--- config.mk ---
export PLATFORM = sky130hd
export DESIGN_NAME = cbr_refresh_ctrl
export DESIGN_NICKNAME = d
export VERILOG_FILES = /design/src/rtl/cbr_refresh_pkg.sv /design/src/rtl/cbr_refresh_dp.sv /design/src/rtl/cbr_refresh_ctl.sv /design/src/rtl/cbr_refresh_ctrl.sv
export SDC_FILE = /design/constraint.sdc
export NUM_CORES = 1
export LEC_CHECK = 0
export ABC_AREA = 1
export CAP_MARGIN = 10
export CORE_ASPECT_RATIO = 0.5
export CORE_MARGIN = 3
export CORE_UTILIZATION = 57
export DETAILED_ROUTE_END_ITERATION = 8
export MAX_ROUTING_LAYER = met4
export PLACE_DENSITY = 0.76
export SLEW_MARGIN = 0
export SYNTH_ARGS = -nofsm -noshare
export SYNTH_HDL_FRONTEND = slang
export SYNTH_SLANG_ARGS = --single-unit
--- constraint.sdc ---
create_clock -name clk -period 2.2 [get_ports clk]
set_input_delay 0.22 -clock clk [delete_from_list [all_inputs] [get_ports clk]]
set_output_delay 0.22 -clock clk [all_outputs]
set_load 0.05 [all_outputs]
--- src/rtl/cbr_refresh_pkg.sv ---
package cbr_refresh_pkg;

  typedef enum logic [2:0] {
    ST_PAUSE,
    ST_IDLE,
    ST_REQ,
    ST_CSR,
    ST_RAS,
    ST_PRE,
    ST_DONE
  } refState_t;

  // strobes from control to datapath
  typedef struct packed {
    logic phaseClr;
    logic initStep;
    logic owedTake;
  } refCtl_t;

  // status from datapath to control
  typedef struct packed {
    logic pauseOver;
    logic initLast;
    logic initOver;
    logic owedAny;
    logic csrEnd;
    logic rasEnd;
    logic preEnd;
  } refSts_t;

endpackage

--- src/rtl/cbr_refresh_dp.sv ---
module cbr_refresh_dp
  import cbr_refresh_pkg::*;
#(
  parameter int PAUSE_CYC    = 25000,
  parameter int INTERVAL_CYC = 1900,
  parameter int INIT_CNT     = 8,
  parameter int MAX_OWED     = 8,
  parameter int CSR_CYC      = 1,
  parameter int RAS_CYC      = 8,
  parameter int RP_CYC       = 5
) (
  input  logic    clk,
  input  logic    rstN,
  input  refCtl_t ctl,
  output refSts_t sts
);

  localparam int PAUSE_W = $clog2(PAUSE_CYC + 1);
  localparam int IVL_W   = $clog2(INTERVAL_CYC);
  localparam int INIT_W  = $clog2(INIT_CNT + 1);
  localparam int OWED_W  = $clog2(MAX_OWED + 1);
  localparam int PH_A    = (CSR_CYC > RAS_CYC) ? CSR_CYC : RAS_CYC;
  localparam int PH_LONG = (PH_A > RP_CYC) ? PH_A : RP_CYC;
  localparam int PH_W    = $clog2(PH_LONG + 1);
  localparam int PH_LIM [3] = '{CSR_CYC, RAS_CYC, RP_CYC};

  localparam logic [PAUSE_W-1:0] PAUSE_END = PAUSE_W'(PAUSE_CYC);
  localparam logic [IVL_W-1:0]   IVL_LAST  = IVL_W'(INTERVAL_CYC - 1);
  localparam logic [INIT_W-1:0]  INIT_END  = INIT_W'(INIT_CNT);
  localparam logic [INIT_W-1:0]  INIT_PEN  = INIT_W'(INIT_CNT - 1);
  localparam logic [OWED_W-1:0]  OWED_TOP  = OWED_W'(MAX_OWED);
  localparam logic [PH_W-1:0]    PH_TOP    = PH_W'(PH_LONG);

  logic [PAUSE_W-1:0] pauseCnt;
  logic [IVL_W-1:0]   ivlCnt;
  logic [INIT_W-1:0]  initCnt;
  logic [OWED_W-1:0]  owed;
  logic [PH_W-1:0]    phaseCnt;
  logic [2:0]         phEnd;
  logic               initOver;
  logic               tick;

  assign initOver = (initCnt == INIT_END);
  assign tick     = initOver && (ivlCnt == IVL_LAST);

  // power-up pause, saturating
  always_ff @(posedge clk or negedge rstN) begin
    if (!rstN)                   pauseCnt <= '0;
    else if (pauseCnt != PAUSE_END) pauseCnt <= pauseCnt + 1'b1;
  end

  // strobe phase timer, restarted by control at each phase entry
  always_ff @(posedge clk or negedge rstN) begin
    if (!rstN)                 phaseCnt <= '0;
    else if (ctl.phaseClr)     phaseCnt <= '0;
    else if (phaseCnt != PH_TOP) phaseCnt <= phaseCnt + 1'b1;
  end

  for (genvar g = 0; g < 3; g++) begin : gPhEnd
    assign phEnd[g] = (phaseCnt == PH_W'(PH_LIM[g] - 1));
  end

  // initial refresh count
  always_ff @(posedge clk or negedge rstN) begin
    if (!rstN)                         initCnt <= '0;
    else if (ctl.initStep && !initOver) initCnt <= initCnt + 1'b1;
  end

  // refresh interval timer, free-running once initialised
  always_ff @(posedge clk or negedge rstN) begin
    if (!rstN)                 ivlCnt <= '0;
    else if (!initOver)        ivlCnt <= '0;
    else if (ivlCnt == IVL_LAST) ivlCnt <= '0;
    else                       ivlCnt <= ivlCnt + 1'b1;
  end

  // owed refreshes, saturating
  always_ff @(posedge clk or negedge rstN) begin
    if (!rstN)                                      owed <= '0;
    else if (tick && !ctl.owedTake && owed != OWED_TOP) owed <= owed + 1'b1;
    else if (ctl.owedTake && !tick)                 owed <= owed - 1'b1;
  end

  assign sts.pauseOver = (pauseCnt == PAUSE_END);
  assign sts.initLast  = (initCnt == INIT_PEN);
  assign sts.initOver  = initOver;
  assign sts.owedAny   = (owed != '0);
  assign sts.csrEnd    = phEnd[0];
  assign sts.rasEnd    = phEnd[1];
  assign sts.preEnd    = phEnd[2];

  assert_owed_cap_R8: assert property (@(posedge clk) disable iff (!rstN)
    owed <= OWED_TOP);

  assert_take_has_owed_R8: assert property (@(posedge clk) disable iff (!rstN)
    ctl.owedTake |-> owed != '0);

  assert_init_after_pause_R2: assert property (@(posedge clk) disable iff (!rstN)
    initOver |-> sts.pauseOver);

endmodule

--- src/rtl/cbr_refresh_ctl.sv ---
module cbr_refresh_ctl
  import cbr_refresh_pkg::*;
(
  input  logic    clk,
  input  logic    rstN,
  input  logic    refGnt,
  input  refSts_t sts,
  output refCtl_t ctl,
  output logic    refReq,
  output logic    refDone,
  output logic    rasN,
  output logic    casN,
  output logic    weN
);

  refState_t state, nextState;

  always_ff @(posedge clk or negedge rstN) begin
    if (!rstN) state <= ST_PAUSE;
    else       state <= nextState;
  end

  always_comb begin
    nextState    = state;
    ctl          = '0;
    unique case (state)
      ST_PAUSE: if (sts.pauseOver) nextState = ST_REQ;
      ST_IDLE:  if (sts.owedAny)   nextState = ST_REQ;
      ST_REQ: if (refGnt) begin
        nextState    = ST_CSR;
        ctl.phaseClr = 1'b1;
      end
      ST_CSR: if (sts.csrEnd) begin
        nextState    = ST_RAS;
        ctl.phaseClr = 1'b1;
      end
      ST_RAS: if (sts.rasEnd) begin
        nextState    = ST_PRE;
        ctl.phaseClr = 1'b1;
      end
      ST_PRE: if (sts.preEnd) nextState = ST_DONE;
      ST_DONE: begin
        if (!sts.initOver) begin
          ctl.initStep = 1'b1;
          nextState    = sts.initLast ? ST_IDLE : ST_REQ;
        end else begin
          ctl.owedTake = 1'b1;
          nextState    = ST_IDLE;
        end
      end
      default: nextState = ST_PAUSE;
    endcase
  end

  assign refReq  = (state == ST_REQ) || (state == ST_CSR) ||
                   (state == ST_RAS) || (state == ST_PRE);
  assign refDone = (state == ST_DONE);
  assign casN    = !((state == ST_CSR) || (state == ST_RAS));
  assign rasN    = !(state == ST_RAS);
  assign weN     = 1'b1;

  assert_cas_leads_ras_R3: assert property (@(posedge clk) disable iff (!rstN)
    $fell(rasN) |-> $past(!casN));

  assert_grant_before_cas_R5: assert property (@(posedge clk) disable iff (!rstN)
    $fell(casN) |-> $past(refGnt && refReq));

  assert_req_drop_on_done_R5: assert property (@(posedge clk) disable iff (!rstN)
    $fell(refReq) |-> refDone);

  assert_done_single_R6: assert property (@(posedge clk) disable iff (!rstN)
    refDone |=> !refDone);

endmodule

--- src/rtl/cbr_refresh_ctrl.sv ---
module cbr_refresh_ctrl
  import cbr_refresh_pkg::*;
#(
  parameter int PAUSE_CYC    = 25000,
  parameter int INTERVAL_CYC = 1900,
  parameter int INIT_CNT     = 8,
  parameter int MAX_OWED     = 8,
  parameter int CSR_CYC      = 1,
  parameter int RAS_CYC      = 8,
  parameter int RP_CYC       = 5
) (
  input  logic clk,
  input  logic rstN,
  input  logic refGnt,
  output logic refReq,
  output logic refDone,
  output logic initDone,
  output logic rasN,
  output logic casN,
  output logic weN
);

  refCtl_t ctl;
  refSts_t sts;

  cbr_refresh_dp #(
    .PAUSE_CYC(PAUSE_CYC), .INTERVAL_CYC(INTERVAL_CYC), .INIT_CNT(INIT_CNT),
    .MAX_OWED(MAX_OWED), .CSR_CYC(CSR_CYC), .RAS_CYC(RAS_CYC), .RP_CYC(RP_CYC)
  ) i_dp (
    .clk(clk), .rstN(rstN), .ctl(ctl), .sts(sts)
  );

  cbr_refresh_ctl i_ctl (
    .clk(clk), .rstN(rstN), .refGnt(refGnt), .sts(sts), .ctl(ctl),
    .refReq(refReq), .refDone(refDone), .rasN(rasN), .casN(casN), .weN(weN)
  );

  assign initDone = sts.initOver;

endmodule

==> Implementation_results.wiki <==
{| class="wikitable"
! Metric !! Value
|-
| Average footprint of a synthesized cell || 8.35 sq um
|-
| Via count of the first global-routing pass || roughly 1.8k
|-
| # H-tree levels || 2
|-
| Sequential fraction of the synthesis area || 44.4%
|-
| CTS tree || done
|-
| Core region area || about 0.0037 sq mm
|-
| Routed wire length per instance || 12.7 um
|-
| Total half-perimeter wirelength after legalization and detailed placement || 3190 um
|-
| Die width || just under 100 um
|-
| Share of Yosys cell area claimed by the top area cell type || 44.4%
|-
| Antenna violations before repair || 0
|-
| Count of port buffers added during placement || 7
|-
| Synthesized Nets || 290
|-
| Final period demand of the worst path || ~2100 ps
|-
| Cells after Synth || around 280
|-
| Data arrival time of the critical path || approximately 2300 ps
|-
| Clock root buffer || sky130_fd_sc_hd__clkbuf_8
|-
| Number of diodes || 0
|-
| Met2 routed wirelength || ~2100 um
|-
| Maximum number of pins on one net before global-route repair || between 40 and 50
|-
| Area leader, netlist || sky130_fd_sc_hd__dfrtp_1
|-
| Clock tree skew after final layout || around 8.5 ps
|-
| Top post-synthesis cells by area || sky130_fd_sc_hd__dfrtp_1, sky130_fd_sc_hd__nand2_1, sky130_fd_sc_hd__xor2_1, sky130_fd_sc_hd__nor2_1, sky130_fd_sc_hd__inv_1
|-
| Clk slew on worst S/H paths || approximately 80 ps
|-
| Measured slew at the worst slew-check pin || 905 ps
|-
| Row count || 15
|-
| Fraction of the cycle the final worst path needs || 96.1%
|-
| I/O pin count || 9
|-
| RD Place Congestion || 0.923
|-
| Met3 WL || 125 um
|-
| Kind of end point of the critical path || flop
|-
| Summed instance area of the synthesized netlist || 0.00231 sq mm
|-
| Clk buf depth || 2
|-
| Wire length the detailed router placed on met1 || ~2100 um
|-
| Setup Viol. Count Final || 0
|-
| Max Fanout on Critical Path || 5
|-
| Peak Freq || approximately 0.47 GHz
|-
| Total number of clock tree sinks || 41
|-
| Top metal layer carrying routed signals || met4
|-
| Clock Latency Late Sink || 290 ps
|-
| Detailed Route WL || between 4000 and 5000 um
|-
| Via count || 1803
|-
| Drt initial violations || 70
|-
| Area overhead of the layout relative to synthesis || 13.0%
|-
| Overall Power || 2440 uW
|-
| Flops & latches, synth || 41
|-
| Leakage || 0.00123 uW
|-
| Post-route ant nets || 0
|-
| Die area || 0.00490 sq mm
|-
| Kind of start point of the critical path || flop
|-
| Count of distinct cell types in the synthesized netlist || 30
|-
| Worst VDD drop || 540 uV
|-
| Number of endpoints with negative hold slack in the final report || 0
|-
| Max-slew violation count || 0
|-
| # Max-Cap Violations || 0
|-
| Number of buffers added by the clock tree synthesis step || 5
|-
| Type of the worst setup path || reg -> reg
|-
| Power density cells || 935 mW/mm^2
|-
| GRT Util Overall || 20.6%
|-
| Relative max-transition margin || 39.6%
|-
| Post-cts hold buffer count || 0
|-
| Die boundary height || between 50 and 60 um
|-
| Nets || just over 300
|-
| Setup repair after global routing missed its margin || yes
|-
| Warning count from the yosys run || 0
|-
| Run status || finished, final reports clean
|-
| Post-route DRC violation count || 0
|-
| Smallest hold slack || 47.0 ps
|-
| TritonRoute pass-1 iters || 4
|-
| Register-to-register setup slack || 90 ps
|-
| Hold Path Class || in -> async
|-
| Wire length of the first global-routing pass || ~7600 um
|-
| Layout cells sized above 1 || about 14%
|-
| Detail-routed via count per cell || 5.21
|-
| Starting utilization of the core area || 63.2%
|-
| Remaining global-route overflow || 0
|-
| Number of cell instances on the worst register-to-register path || 15
|-
| Data required time at the worst endpoint || 2380 ps
|}
==> cell usage in the layout (no fill, tap or decap), types with 4 or more instances in the layout <==
| master | Yosys | routed |
|---|---|---|
| sky130_fd_sc_hd__inv_1 | 37 | 37 |
| sky130_fd_sc_hd__nand4_1 | 8 | 8 |
| sky130_fd_sc_hd__xor2_1 | 18 | 18 |
| sky130_fd_sc_hd__nor2_2 | 3 | 4 |
| sky130_fd_sc_hd__nand2_1 | 51 | 51 |
| sky130_fd_sc_hd__nand3_2 | 4 | 4 |
| sky130_fd_sc_hd__a21oi_1 | 8 | 8 |
| sky130_fd_sc_hd__nand3_1 | 19 | 19 |
| sky130_fd_sc_hd__clkbuf_8 | 0 | 6 |
| sky130_fd_sc_hd__ha_1 | 9 | 5 |
| sky130_fd_sc_hd__o21ai_0 | 10 | 10 |
| sky130_fd_sc_hd__dfrtp_1 | 41 | 41 |
| sky130_fd_sc_hd__nor3_1 | 4 | 4 |
| sky130_fd_sc_hd__nor2_1 | 39 | 38 |
| sky130_fd_sc_hd__buf_4 | 2 | 8 |
==> layer usage <==
metal	vias up	global-route usage [%]
li1	912	-
met1	865	25.1
met4	0	3.77
met2	19	35.3
met5	-	-
met3	7	5.29
==> Yosys cell counts <==
master                     number
sky130_fd_sc_hd__nand2_1       51
sky130_fd_sc_hd__dfrtp_1       41
sky130_fd_sc_hd__nor2_1        39
sky130_fd_sc_hd__inv_1         37
sky130_fd_sc_hd__nand3_1       19
sky130_fd_sc_hd__xor2_1        18
sky130_fd_sc_hd__o21ai_0       10
sky130_fd_sc_hd__ha_1           9
sky130_fd_sc_hd__a21oi_1        8
sky130_fd_sc_hd__nand4_1        8
sky130_fd_sc_hd__nand3_2        4
sky130_fd_sc_hd__nor3_1         4
sky130_fd_sc_hd__nor2_2         3
sky130_fd_sc_hd__nor2_4         3
sky130_fd_sc_hd__xnor2_1        3
sky130_fd_sc_hd__buf_4          2
sky130_fd_sc_hd__inv_2          2
sky130_fd_sc_hd__nand2_2        2
sky130_fd_sc_hd__nand2_4        2
sky130_fd_sc_hd__nor3b_1        2
sky130_fd_sc_hd__a21boi_0       1
sky130_fd_sc_hd__conb_1         1
sky130_fd_sc_hd__fa_1           1
sky130_fd_sc_hd__nand3b_1       1
sky130_fd_sc_hd__nor3_4         1
sky130_fd_sc_hd__o21ai_1        1
sky130_fd_sc_hd__o21ai_2        1
sky130_fd_sc_hd__o221ai_1       1
sky130_fd_sc_hd__o41ai_1        1
sky130_fd_sc_hd__or2_1          1
==> worst max-delay path, stage by stage, from the launching register on <==
cell,delay [ps]
sky130_fd_sc_hd__dfrtp_1,420
sky130_fd_sc_hd__inv_1,70
sky130_fd_sc_hd__ha_2,170
sky130_fd_sc_hd__nand2_2,80
sky130_fd_sc_hd__nor2_4,120
sky130_fd_sc_hd__nand2_2,80
sky130_fd_sc_hd__nor2_4,130
sky130_fd_sc_hd__nand2_4,100
sky130_fd_sc_hd__ha_4,230
sky130_fd_sc_hd__a21boi_1,120
sky130_fd_sc_hd__nor2_1,160
sky130_fd_sc_hd__inv_1,70
sky130_fd_sc_hd__nand2_1,80
sky130_fd_sc_hd__nand3_1,70
sky130_fd_sc_hd__nand2_1,70
sky130_fd_sc_hd__nand2_1,50
==> sequential cells by signal, indices dropped and copies added (netlist names) <==
name           cells
i_dp.pauseCnt     15
i_dp.ivlCnt       11
i_dp.initCnt       4
i_dp.owed          4
i_dp.phaseCnt      4
i_ctl.state        3
==> layout make-up <==
cell class                      count  area (sq um)
Sequential cell                    41          1030
Timing Repair Buffer               12           100
Fill cell                         288          1050
Multi-Input combinational cell    195          1160
Clock inverter                      2          37.5
Inverter                           39           146
Tap cell                           51          63.8
Clock buffer                        6          82.6
==> power by group <==
group / leakage, uW / switching (uW) / internal, uW
Clock: 0.0000574 / 264 / 369
Sequential: 0.000543 / 128 / 856
Combinational: 0.000631 / 529 / 297
==> logic make-up (layout without fill, tap and decap cells) <==
kind of cell | count (synthesis) | count (layout) | share of synthesized area (%)
other cells | 1 | 1 | 0.162
compound gates | 23 | 23 | 5.57
fa+ha+maj | 10 | 10 | 5.74
flops | 41 | 41 | 44.4
simple gates | 140 | 140 | 29.2
xor+xnor | 21 | 21 | 7.95
buf+inv | 41 | 59 | 6.98
==> stage by stage <==
stage	setup TNS, ps	utilization [%]	instance area, sq um	cells	setup slack [ps]
4_1_cts	0	70.3	2570	342	0.587
5_1_grt	-60.7	71.4	2610	346	-60.7
6_report	0	71.4	2610	346	85.3
2_1_floorplan	-48.5	-	2340	277	-28.3
3_3_place_gp	0	67.0	2450	334	209
3_5_place_dp	0	67.0	2450	334	70.3
==> final timing paths <==
| check | start | endpoint |
|---|---|---|
| setup / recovery | i_dp.initCnt[0]$_DFFE_PN0P_ | i_dp.owed[3]$_DFFE_PN0P_ |
| hold / removal | rstN | i_dp.pauseCnt[9]$_DFFE_PN0N_ |
| setup reg to reg | i_dp.initCnt[0]$_DFFE_PN0P_ | i_dp.owed[3]$_DFFE_PN0P_ |
| hold reg to reg | i_dp.pauseCnt[14]$_DFFE_PN0N_ | i_dp.pauseCnt[14]$_DFFE_PN0N_ |
| max in group asynchronous | rstN | i_dp.initCnt[0]$_DFFE_PN0P_ |
| min in group clk | i_dp.pauseCnt[14]$_DFFE_PN0N_ | i_dp.pauseCnt[14]$_DFFE_PN0N_ |
==> timing repair <==
action | in CTS | in global routing
resized for setup | 0 | 4
hold endpoints to repair | 0 | 0
endpoints found under the setup margin | 0 | 4
buffers inserted | 0 | 4
(Power assumes the default switching activity.)
